--- src/rtl/cfg_chain_pkg.sv ---
`timescale 1ns/1ps
// Shared definitions for the chain shifter.
// Assumes: express_mode is driven as a single bit, 1 = express.
package cfg_chain_pkg;

    typedef enum logic {
        MODE_PASS    = 1'b0,
        MODE_EXPRESS = 1'b1
    } chain_mode_e;

    // Decide whether the current rising edge takes a bit.
    function automatic logic bit_accepted(input chain_mode_e mode, input logic enable);
        return (mode == MODE_PASS) ? 1'b1 : enable;
    endfunction

endpackage

--- src/rtl/cfg_bit_counter.sv ---
`timescale 1ns/1ps
// Counts accepted bits up to frame_len and holds a sticky done flag.
// Assumes: frame_len is held steady during a frame; 0 is treated as 1.
module cfg_bit_counter #(
    parameter int CNT_W = 16
) (
    input  logic             clk,
    input  logic             rst_n,
    input  logic             accept,
    input  logic [CNT_W-1:0] frame_len,
    output logic             done
);
    localparam int NEXT_W = CNT_W + 1;

    logic [CNT_W-1:0]  cnt_q;
    logic [NEXT_W-1:0] cnt_plus;
    logic              last_bit;

    // Next count and frame-completion compare.
    always_comb begin
        cnt_plus = {1'b0, cnt_q} + NEXT_W'(1);
        last_bit = (cnt_plus >= {1'b0, frame_len});
    end

    // Advance while the frame is open; set done on the final bit.
    always_ff @(posedge clk) begin
        if (!rst_n) begin
            cnt_q <= '0;
            done  <= 1'b0;
        end else if (accept && !done) begin
            cnt_q <= cnt_plus[CNT_W-1:0];
            if (last_bit) begin
                done <= 1'b1;
            end
        end
    end

    // once set, done stays set until reset.
    a_r5_done_sticky: assert property (@(posedge clk) disable iff (!rst_n)
        done |=> done);

    // an edge that accepts nothing leaves the count alone.
    a_r7_hold_when_off: assert property (@(posedge clk) disable iff (!rst_n)
        !accept |=> $stable(cnt_q));

    // a zero length completes on the first accepted bit.
    a_r9_zero_len: assert property (@(posedge clk) disable iff (!rst_n)
        (frame_len == '0 && accept) |=> done);
endmodule

--- src/rtl/cfg_capture_stage.sv ---
`timescale 1ns/1ps
// Rising-edge capture of the bit to repeat downstream.
// Assumes: done is the registered flag from the counter; a bit is repeated
// only when the frame was already complete before this edge.
module cfg_capture_stage (
    input  logic clk,
    input  logic rst_n,
    input  logic din,
    input  logic done,
    output logic fwd_bit
);
    // Hold the incoming bit after completion, otherwise the idle-high level.
    always_ff @(posedge clk) begin
        if (!rst_n) begin
            fwd_bit <= 1'b1;
        end else begin
            fwd_bit <= done ? din : 1'b1;
        end
    end
endmodule

--- src/rtl/cfg_launch_stage.sv ---
`timescale 1ns/1ps
// Falling-edge output register: selects either the repeated data or the
// downstream enable, depending on the mode.
// Assumes: fwd_bit and done are stable at the falling edge, since both are
// written on rising edges.
module cfg_launch_stage
    import cfg_chain_pkg::*;
(
    input  logic        clk,
    input  logic        rst_n,
    input  chain_mode_e mode,
    input  logic        done,
    input  logic        fwd_bit,
    output logic        dout
);
    // Launch the output half a cycle after capture.
    always_ff @(negedge clk) begin
        if (!rst_n) begin
            dout <= 1'b1;
        end else begin
            dout <= (mode == MODE_EXPRESS) ? done : fwd_bit;
        end
    end

    // in express mode the output follows the done flag.
    a_r8_express_enable: assert property (@(negedge clk) disable iff (!rst_n)
        (mode == MODE_EXPRESS) |=> (dout == $past(done)));

    // in pass mode the output idles high until completion.
    a_r4_idle_high: assert property (@(negedge clk) disable iff (!rst_n)
        (mode == MODE_PASS && !done) |=> dout);
endmodule

--- src/rtl/cfg_chain_shifter.sv ---
`timescale 1ns/1ps
// Top of the daisy-chain serial configuration shifter.
// Captures on the rising edge of clk and launches dout on the falling edge.
// Assumes: rst_n is synchronous, active-low, and held for at least one full
// clock period.
module cfg_chain_shifter
    import cfg_chain_pkg::*;
#(
    parameter int CNT_W = 16
) (
    input  logic             clk,
    input  logic             rst_n,
    input  logic             express_mode,
    input  logic             chain_en,
    input  logic [CNT_W-1:0] frame_len,
    input  logic             din,
    output logic             dout,
    output logic             done
);
    chain_mode_e mode;
    logic        accept;
    logic        fwd_bit;

    // Decode the mode and the per-edge accept.
    always_comb begin
        mode   = chain_mode_e'(express_mode);
        accept = bit_accepted(mode, chain_en);
    end

    cfg_bit_counter #(.CNT_W(CNT_W)) u_counter (
        .clk       (clk),
        .rst_n     (rst_n),
        .accept    (accept),
        .frame_len (frame_len),
        .done      (done)
    );

    cfg_capture_stage u_capture (
        .clk     (clk),
        .rst_n   (rst_n),
        .din     (din),
        .done    (done),
        .fwd_bit (fwd_bit)
    );

    cfg_launch_stage u_launch (
        .clk     (clk),
        .rst_n   (rst_n),
        .mode    (mode),
        .done    (done),
        .fwd_bit (fwd_bit),
        .dout    (dout)
    );

    // in pass mode after completion, a captured bit appears at the next
    // falling edge.
    a_r6_repeat: assert property (@(negedge clk) disable iff (!rst_n)
        (!express_mode && $past(done)) |-> ##1 (dout == $past(fwd_bit)));
endmodule

--- config.mk ---
export PLATFORM = sky130hd
export DESIGN_NAME = cfg_chain_shifter
export DESIGN_NICKNAME = d
export VERILOG_FILES = /design/src/rtl/cfg_chain_pkg.sv /design/src/rtl/cfg_bit_counter.sv /design/src/rtl/cfg_capture_stage.sv /design/src/rtl/cfg_launch_stage.sv /design/src/rtl/cfg_chain_shifter.sv
export SDC_FILE = /design/constraint.sdc
export NUM_CORES = 1
export LEC_CHECK = 0
export ABC_CLOCK_PERIOD_IN_PS = 2900
export CAP_MARGIN = 5
export CORE_MARGIN = 3
export CORE_UTILIZATION = 53
export CTS_CLUSTER_DIAMETER = 30
export DETAILED_ROUTE_END_ITERATION = 16
export PLACE_DENSITY = 0.81
export SYNTH_ARGS = -nofsm -noshare
export SYNTH_HDL_FRONTEND = slang
export SYNTH_HIERARCHICAL = 1
export SYNTH_SLANG_ARGS = --single-unit
export TNS_END_PERCENT = 20
--- constraint.sdc ---
create_clock -name clk -period 2.9 [get_ports clk]
set_input_delay 0.435 -clock clk [delete_from_list [all_inputs] [get_ports clk]]
set_output_delay 0.435 -clock clk [all_outputs]
set_load 0.01 [all_outputs]
==> results of run 1 <==
## stage by stage
step	util (%)	instances	hold slack [ns]	setup WS [ns]
2_1_floorplan	-	174	0.474	0.444
5_1_grt	68.3	229	0.560	0.0706
6_report	68.3	229	0.514	0.0993
3_3_place_gp	67.3	225	0.487	0.172
4_1_cts	68.3	229	0.516	0.0843
3_5_place_dp	67.3	225	0.501	0.148
## sequential cells by signal, indices dropped and copies added, names as in the netlist
| name | flops |
|---|---|
| u_launch/dout | 1 |
| u_counter/cnt_q | 16 |
| u_counter/done | 1 |
| u_capture/fwd_bit | 1 |
## area by class of cell
class / count / share of cell area (%)
Clock buffer: 3 / 1.30
Clock inverter: 2 / 0.504
Inverter: 16 / 3.46
Multi-Input combinational cell: 135 / 57.2
Sequential cell: 19 / 21.9
Tap cell: 30 / 2.16
Timing Repair Buffer: 24 / 13.5
## kinds of logic after synthesis
kind of cell / count (synthesis) / synth area share [%]
AND/OR/NAND/NOR: 68 / 27.2
XOR/XNOR: 25 / 15.0
AO/OA/AOI/OAI: 24 / 10.8
buffers and inverters: 20 / 5.50
flip-flops: 19 / 26.1
adder cells (fa/ha/maj): 17 / 14.6
multiplexers: 1 / 0.688
## per-layer routing
layer	GRT usage (%)	wire (µm)	up-vias
met2	30.5	1320	23
met3	2.85	96	5
met1	24.1	1380	542
li1	-	-	649
met4	7.95	47	0
met5	0	0	-
## cell usage in the layout, fill, tap and decap left out, drive strengths merged, types with 2 or more instances in the layout
cell type       n
a21boi          5
and4            4
nand3           7
xnor2          14
nand2b          2
buf             2
nor2b           3
nand2          12
inv            17
clkdlybuf4s50  21
o21ai           8
and2           10
nor3            4
dfxtp          19
xor2           11
nand4           6
a211oi          2
ha             17
or3             4
a21oi           2
clkbuf          3
nor2           13
## repair_timing
action	4_1_cts	5_1_grt
buffers inserted	0	0
gates resized for setup	1	0
setup endpoints to repair	1	0
## path summary, 6_finish.rpt
check | start | end | slack, ns
worst max-delay path | u_launch/dout | dout | 0.1
worst min-delay path | u_counter/cnt_q[1] | u_counter/cnt_q[1] | 0.51
worst max register to register | u_counter/cnt_q[0] | u_counter/done | 0.19
worst min register to register | u_counter/cnt_q[1] | u_counter/cnt_q[1] | 0.51
## where the power goes
| part | internal (mW) | switching (mW) |
|---|---|---|
| Sequential | 0.266 | 0.00585 |
| Combinational | 0.0464 | 0.0323 |
| Clock | 0.0526 | 0.0898 |
==> results.cfg, run 1 <==
[placed_design]
post_detail_place_hpwl_um = 2350
gp_routability_congestion = 0.813
io_buffer_count = 22
dpl-instance-area_um2 = 1710

[outcome]
status = completed

[critical_path]
element_type_at_the_critical_path_end = output pin
worst-endpoint-required_ns = 2.47
r2r_cells = 11
critPathMaxFanout = 1
critical_path_cell_by_cell = dlygate4sd2_1
slowest_stage = dfxtp_1
critPathArrivalTime_ns = 2.37
worstPathBufferInverterCount = 1
timing_worst_setup_path_type = flop to output pin
critPathLaunchType = flop
timing.critical_path.depth = 1
critical_path.max_stage_delay_ns = 0.29
path_delay_family = flip-flops

[sta]
tns_setup_ns = 0
slew_violations = 0
finalClockSkew_ns = 0.0506
setup_viol = 0
rsz0062_at_grt = no
worst_slew_pin_slew_ns = 0.345
final-hold-violation-count = 0
slew-limit-headroom_pct = 76.9

[cts]
h-tree-depth = 1
worst_skew_pair.late_latency_ns = 0.35
cts.sinks = 19
tritoncts.num_buffers = 3
max-clock-path-buffers = 2
worst_setup_hold_path_clk_slew_ns = 0.11
hold_fix_buffer_count_after_cts = 0
tritoncts = done
clock_tree.root_cell = clkbuf_4

[finish]
ff_latch_area_um2 = 380
antenna_cells_inserted = 0
final_layout_size_suffix_gt1_share_pct = 6.53
multi_input_area_um2 = 995
fillCellCount = 210
finalNetCount = 238
layout-area-overhead-vs-synth_pct = 19.4
postLayoutCellArea_um2 = 1740

[logic_synthesis]
mappedNetlistNets = 212
yosysTopAreaCell = dfxtp_1
synth_seq_area_share_pct = 26.1
synth_enable_flop_cells = 0
postSynth.topFlopCell = dfxtp_1
number_of_warning_messages_in_the_yosys_log = 6
synth_most_common_cell = dfxtp_1
synth.top_cells.by_area = dfxtp_1 26%, ha_1 15%, xnor2_1 8.4%
synth_seq_cells = 19
async_flop_share_pct = 0
yosysUniqueCellTypes = 40
syn-instance-count = 174
yosys-top-cells-count = 19 x dfxtp_1, 17 x ha_1, 17 x inv_1
postSynthAreaPerCell_um2 = 8.36
synthDominantCellAreaShare_pct = 26.1
synth_cell_area_um2 = 1460

[detailed_routing]
dr.first_iter.drc_count = 17
first_pass_iters = 4
route.antenna.remaining_nets = 0
detailroute.via_count = 1219
drt_drc_violations_left = 0
post_drt_wl_per_cell_um = 12.4
totalWireLength_um = 2840
vias_per_cell = 5.32

[power_and_ir_drop]
p_leak_nw = 0.813
finalPower_mw = 0.493
max-vdd-ir-drop_v = 0.000350
cellPowerDensity_nw_per_um2 = 284

[global_route]
grt-ovfl-total = 0
antenna_found_initial = 0
first_global_vias = 1155
wire_length_of_the_first_global_routing_pass_um = 4950
grt.total_usage_pct = 18.6
grt_start_max_net_pins = 19

[job]
drv_cap = 0

[die]
placement_rows = 18
initial_utilization_pct = 57.2
top_level_ports = 23
floorplan.die.width_um = 58.4
die-area_um2 = 3410
coreArea_um2 = 2540
die_h_um = 58.4

[worst_hold_path]
timing.hold.worst.class = flop to flop
hold_depth = 2
Note: power is estimated with default switching activity, not from simulation.
==> run 2: changes to the inputs <==
--- a/config.mk
+++ b/config.mk
@@ -7,11 +7,13 @@
 export LEC_CHECK = 0
 export ABC_CLOCK_PERIOD_IN_PS = 2900
 export CAP_MARGIN = 5
+export CELL_PAD_IN_SITES_DETAIL_PLACEMENT = 1
+export CELL_PAD_IN_SITES_GLOBAL_PLACEMENT = 2
 export CORE_MARGIN = 3
-export CORE_UTILIZATION = 53
+export CORE_UTILIZATION = 32
 export CTS_CLUSTER_DIAMETER = 30
 export DETAILED_ROUTE_END_ITERATION = 16
-export PLACE_DENSITY = 0.81
+export PLACE_DENSITY = 0.82
 export SYNTH_ARGS = -nofsm -noshare
 export SYNTH_HDL_FRONTEND = slang
 export SYNTH_HIERARCHICAL = 1
==> run 2 against run 1 <==
  * Design area up 4.3%
  * Sequential share of layout area fell by 0.91 points
  * Wire length rose by 27%
  * Final cell count is 10% higher
  * Clock-buffer cell count did not move
  * Critical path depth is the same
  * Die area grew 58%
  * First-iteration DRC count is 110% higher
  * Flip-flop and latch count stayed put
  * Global-route usage down 4.1 points
  * Combinational power rose by 10%
  * Largest power group unchanged
==> results.cfg, run 2 (synthesis results as in run 1) <==
[finish]
postLayoutCellArea_um2 = 1810
flip_flop_count_of_the_largest_register_after_layout = 16
layout.cells.non_filler = 253
finalNetCount = 242
final_layout_size_suffix_gt1_share_pct = 8.37
antenna_cells_inserted = 0
top_register = u_counter/cnt_q
layout-area-overhead-vs-synth_pct = 24.6
mostFrequentLayoutCells = 21 x clkdlybuf4s50_1, 19 x dfxtp_1, 17 x inv_1, 17 x ha_1, 14 x xnor2_1
final_common_cell = clkdlybuf4s50_1

[power_and_ir_drop]
share_seq_of_total_power_pct = 48.6
cellPowerDensity_nw_per_um2 = 307
swShare_pct = 25.4
p_leak_nw = 0.847
p_int_mw = 0.415
pwr-share-clk_pct = 35.7
finalPower_mw = 0.556
max-vdd-ir-drop_v = 0.000194
pwr-share-comb_pct = 15.6
total_switching_power_mw = 0.141

[critical_path]
path_delay_family = flip-flops
slowest_stage = dfxtp_1
worst-endpoint-required_ns = 2.47
worstPathBufferInverterCount = 1
critPathArrivalTime_ns = 2.36
critical_path.max_stage_delay_ns = 0.31
critical_path_cell_by_cell = dlygate4sd2_1
timing.reg2reg.setup_slack_ns = 0.19
timing_worst_setup_path_type = flop to output pin
critPathMaxFanout = 1
critPathLaunchType = flop
element_type_at_the_critical_path_end = output pin

[detailed_routing]
detailroute.via_count = 1273
total_length_of_routed_met3_wires_um = 143
first_pass_iters = 4
totalWireLength_um = 3610
met2WireLength_um = 1700
drt_drc_violations_left = 0
dr.first_iter.drc_count = 36
vias_per_cell = 5.03
post_drt_wl_per_cell_um = 14.3
topRoutingLayerUsed = met4
routedLengthMet1_um = 1740
route.antenna.remaining_nets = 0

[placed_design]
dpl-instance-area_um2 = 1770
post_detail_place_hpwl_um = 3080
io_buffer_count = 22
gp_routability_congestion = 0.796
placed_cells_incl_taps = 249

[sta]
tns_setup_ns = 0
slew-limit-headroom_pct = 77.8
slew_violations = 0
rsz0062_at_grt = no
final_layout_worst_hold_slack_ns = 0.521
finalClockSkew_ns = 0.0653
final-hold-violation-count = 0
setup_viol = 0
worst_slew_pin_slew_ns = 0.328

[cts]
tritoncts.num_buffers = 3
clock_tree.root_cell = clkbuf_8
post_cts_resized = 1
cts.sinks = 19
h-tree-depth = 1
worst_skew_pair.late_latency_ns = 0.32
tritoncts = done
max-clock-path-buffers = 2
post-cts-setup-buffer-count = 0
hold_fix_buffer_count_after_cts = 0
worst_setup_hold_path_clk_slew_ns = 0.08

[die]
top_level_ports = 23
die-area_um2 = 5390
placement_rows = 23
coreArea_um2 = 4200
floorplan.die.width_um = 73.4
die_h_um = 73.4
initial_utilization_pct = 34.6

[worst_hold_path]
timing.hold.worst.class = flop to flop

[outcome]
status = completed

[global_route]
grt_start_max_net_pins = 19
antenna_found_initial = 0
first_global_vias = 1341
grt-ovfl-total = 0
grt.total_usage_pct = 14.5
wire_length_of_the_first_global_routing_pass_um = 6090

[job]
drv_cap = 0
run 2: per-layer routing:
metal | up-vias | global-route usage [%]
li1 | 652 | -
met1 | 601 | 18.7
met2 | 18 | 25.0
met3 | 2 | 3.15
met4 | 0 | 2.41
met5 | - | 0
run 2: final cells by class:
class | instances | area (µm²)
Fill cell | 504 | 2390
Multi-Input combinational cell | 135 | 995
Sequential cell | 19 | 380
Timing Repair Buffer | 28 | 264
Tap cell | 50 | 62.6
Inverter | 16 | 60.1
Clock buffer | 3 | 41.3
Clock inverter | 2 | 10.0
run 2: final timing paths:
path                                          from                 end  cells past startpoint
worst min-delay path            u_counter/cnt_q[1]  u_counter/cnt_q[1]                      2
worst max register to register  u_counter/cnt_q[1]      u_counter/done                     11
worst min register to register  u_counter/cnt_q[1]  u_counter/cnt_q[1]                      2
worst max-delay path                 u_launch/dout                dout                      1
run 2: power by group through the flow:
stage	clock, mW	sequential, mW	combinational [mW]
finish	0.199	0.270	0.0869
CTS	0.208	0.270	0.0887
global placement	0.00432	0.276	0.0846
floorplan	0.00432	0.277	0.0388
detailed placement	0.00432	0.276	0.0886
global route	0.218	0.271	0.0993
run 2: through the flow:
stage	util (%)	worst slack [ns]
floorplan	-	0.444
global placement	42.0	0.163
detailed placement	42.0	0.108
CTS	43.2	0.0917
global route	43.2	0.0135
finish	43.2	0.109
==> run 3: changes to the inputs <==
--- a/config.mk
+++ b/config.mk
@@ -9,10 +9,11 @@
 export CAP_MARGIN = 5
 export CELL_PAD_IN_SITES_DETAIL_PLACEMENT = 1
 export CELL_PAD_IN_SITES_GLOBAL_PLACEMENT = 2
-export CORE_MARGIN = 3
+export CORE_MARGIN = 2
 export CORE_UTILIZATION = 32
 export CTS_CLUSTER_DIAMETER = 30
 export DETAILED_ROUTE_END_ITERATION = 16
+export GPL_TIMING_DRIVEN = 1
 export PLACE_DENSITY = 0.82
 export SYNTH_ARGS = -nofsm -noshare
 export SYNTH_HDL_FRONTEND = slang
==> run 3 against run 2 <==
  * Power is 1.3% lower
  * Sequential power hardly changed
  * Wire length is 2.1% higher
==> results.cfg, run 3 (synthesis results as in run 1) <==
[critical_path]
element_type_at_the_critical_path_end = output pin
path_delay_family = flip-flops
critical_path.reg2reg.startpoint = u_counter/cnt_q[0]
timing_worst_setup_path_type = flop to output pin
cp-startpoint = u_launch/dout
critPathMaxFanout = 1
critPathLaunchType = flop
critical_path_cell_by_cell = dlygate4sd2_1
worstPathBufferInverterCount = 1
slowest_stage = dfxtp_1
critPathArrivalTime_ns = 2.35
timing.reg2reg.setup_slack_ns = 0.16
critical_path.max_stage_delay_ns = 0.31
worst-endpoint-required_ns = 2.47

[worst_hold_path]
timing.hold.worst.class = flop to flop
min_from = u_counter/cnt_q[1]

[sta]
setup_viol = 0
finalClockSkew_ns = 0.0659
slew-limit-headroom_pct = 75.8
tns_setup_ns = 0
slew_violations = 0
worst_slew_pin_slew_ns = 0.361
rsz0062_at_grt = no
final-hold-violation-count = 0

[global_route]
grt-ovfl-total = 0
grt_start_max_net_pins = 19
first_global_vias = 1303
wire_length_of_the_first_global_routing_pass_um = 6210
grt.total_usage_pct = 15.2
antenna_found_initial = 0

[power_and_ir_drop]
swShare_pct = 25.3
share_seq_of_total_power_pct = 49.6
max-vdd-ir-drop_v = 0.000141
p_leak_nw = 0.837
p_int_mw = 0.410
cellPowerDensity_nw_per_um2 = 304
total_switching_power_mw = 0.139
finalPower_mw = 0.549
pwr-share-clk_pct = 35.1
pwr-share-comb_pct = 15.3

[finish]
final_common_cell = clkdlybuf4s50_1
final_layout_size_suffix_gt1_share_pct = 7.92
flip_flop_count_of_the_largest_register_after_layout = 16
layout-area-overhead-vs-synth_pct = 24.2
mostFrequentLayoutCells = 21 x clkdlybuf4s50_1, 19 x dfxtp_1, 17 x inv_1, 17 x ha_1, 14 x xnor2_1
top_register = u_counter/cnt_q
fillCellCount = 530
finalNetCount = 241
antenna_cells_inserted = 0

[cts]
clock_tree.root_cell = clkbuf_8
hold_fix_buffer_count_after_cts = 0
h-tree-depth = 1
cts.sinks = 19
tritoncts.num_buffers = 3
post-cts-setup-buffer-count = 0
tritoncts = done
worst_setup_hold_path_clk_slew_ns = 0.08
post_cts_resized = 1
max-clock-path-buffers = 2
worst_skew_pair.late_latency_ns = 0.32

[detailed_routing]
vias_per_cell = 5.02
totalWireLength_um = 3680
route.antenna.remaining_nets = 0
dr.first_iter.drc_count = 34
detailroute.via_count = 1274
drt_drc_violations_left = 0
post_drt_wl_per_cell_um = 14.5
first_pass_iters = 4

[die]
initial_utilization_pct = 33.4
die_h_um = 71.4
top_level_ports = 23
die-area_um2 = 5100
placement_rows = 24
coreArea_um2 = 4350
floorplan.die.width_um = 71.4

[placed_design]
post_detail_place_hpwl_um = 3040
io_buffer_count = 22
gp_routability_congestion = 0.815

[job]
drv_cap = 0

[outcome]
status = completed
run 3: changes by cell type in the layout (fill, tap and decap cells not counted):
cell,before,now
buf_4,6,5
clkinvlp_2,0,1
inv_4,1,0
run 3: worst paths after layout:
kind | depth (start not counted) | to
setup / recovery | 1 | dout
hold / removal | 2 | u_counter/cnt_q[1]
setup reg to reg | 11 | u_counter/done
hold reg to reg | 2 | u_counter/cnt_q[1]
run 3: layer usage:
metal  track usage (%)  wire, µm  vias up
li1                  -         -      651
met1              19.9      1810      608
met2              26.4      1750       13
met3              2.25        84        2
met4              3.77        34        0
met5                 0         0        -
run 3: final cells by class:
type                       instances  area [µm²]  area share [%]
clock buffer                       3        41.3            2.29
clock inverter                     2        8.76           0.485
inverter                          16        60.1            3.32
multi-input combinational        135         995            55.1
sequential                        19         380            21.1
tap                               52        65.1            3.60
timing repair buffer              27         256            14.2
run 3: through the flow:
stage	hold WS, ns	instance area (µm²)	cells	utilization [%]	setup slack, ns
2_1_floorplan	0.474	1460	174	-	0.444
3_3_place_gp	0.485	1760	250	40.5	0.157
3_5_place_dp	0.535	1760	250	40.5	0.127
4_1_cts	0.546	1810	254	41.5	0.0895
5_1_grt	0.585	1810	254	41.5	0.00186
6_report	0.531	1810	254	41.5	0.114
run 3: power by group through the flow:
stage	clock network, mW	registers, mW	logic [mW]
after floorplan	0.00432	0.277	0.0388
after global placement	0.00432	0.277	0.0807
after detailed placement	0.00432	0.278	0.0850
after CTS	0.199	0.272	0.0848
after global routing	0.216	0.274	0.0943
final	0.193	0.272	0.0841
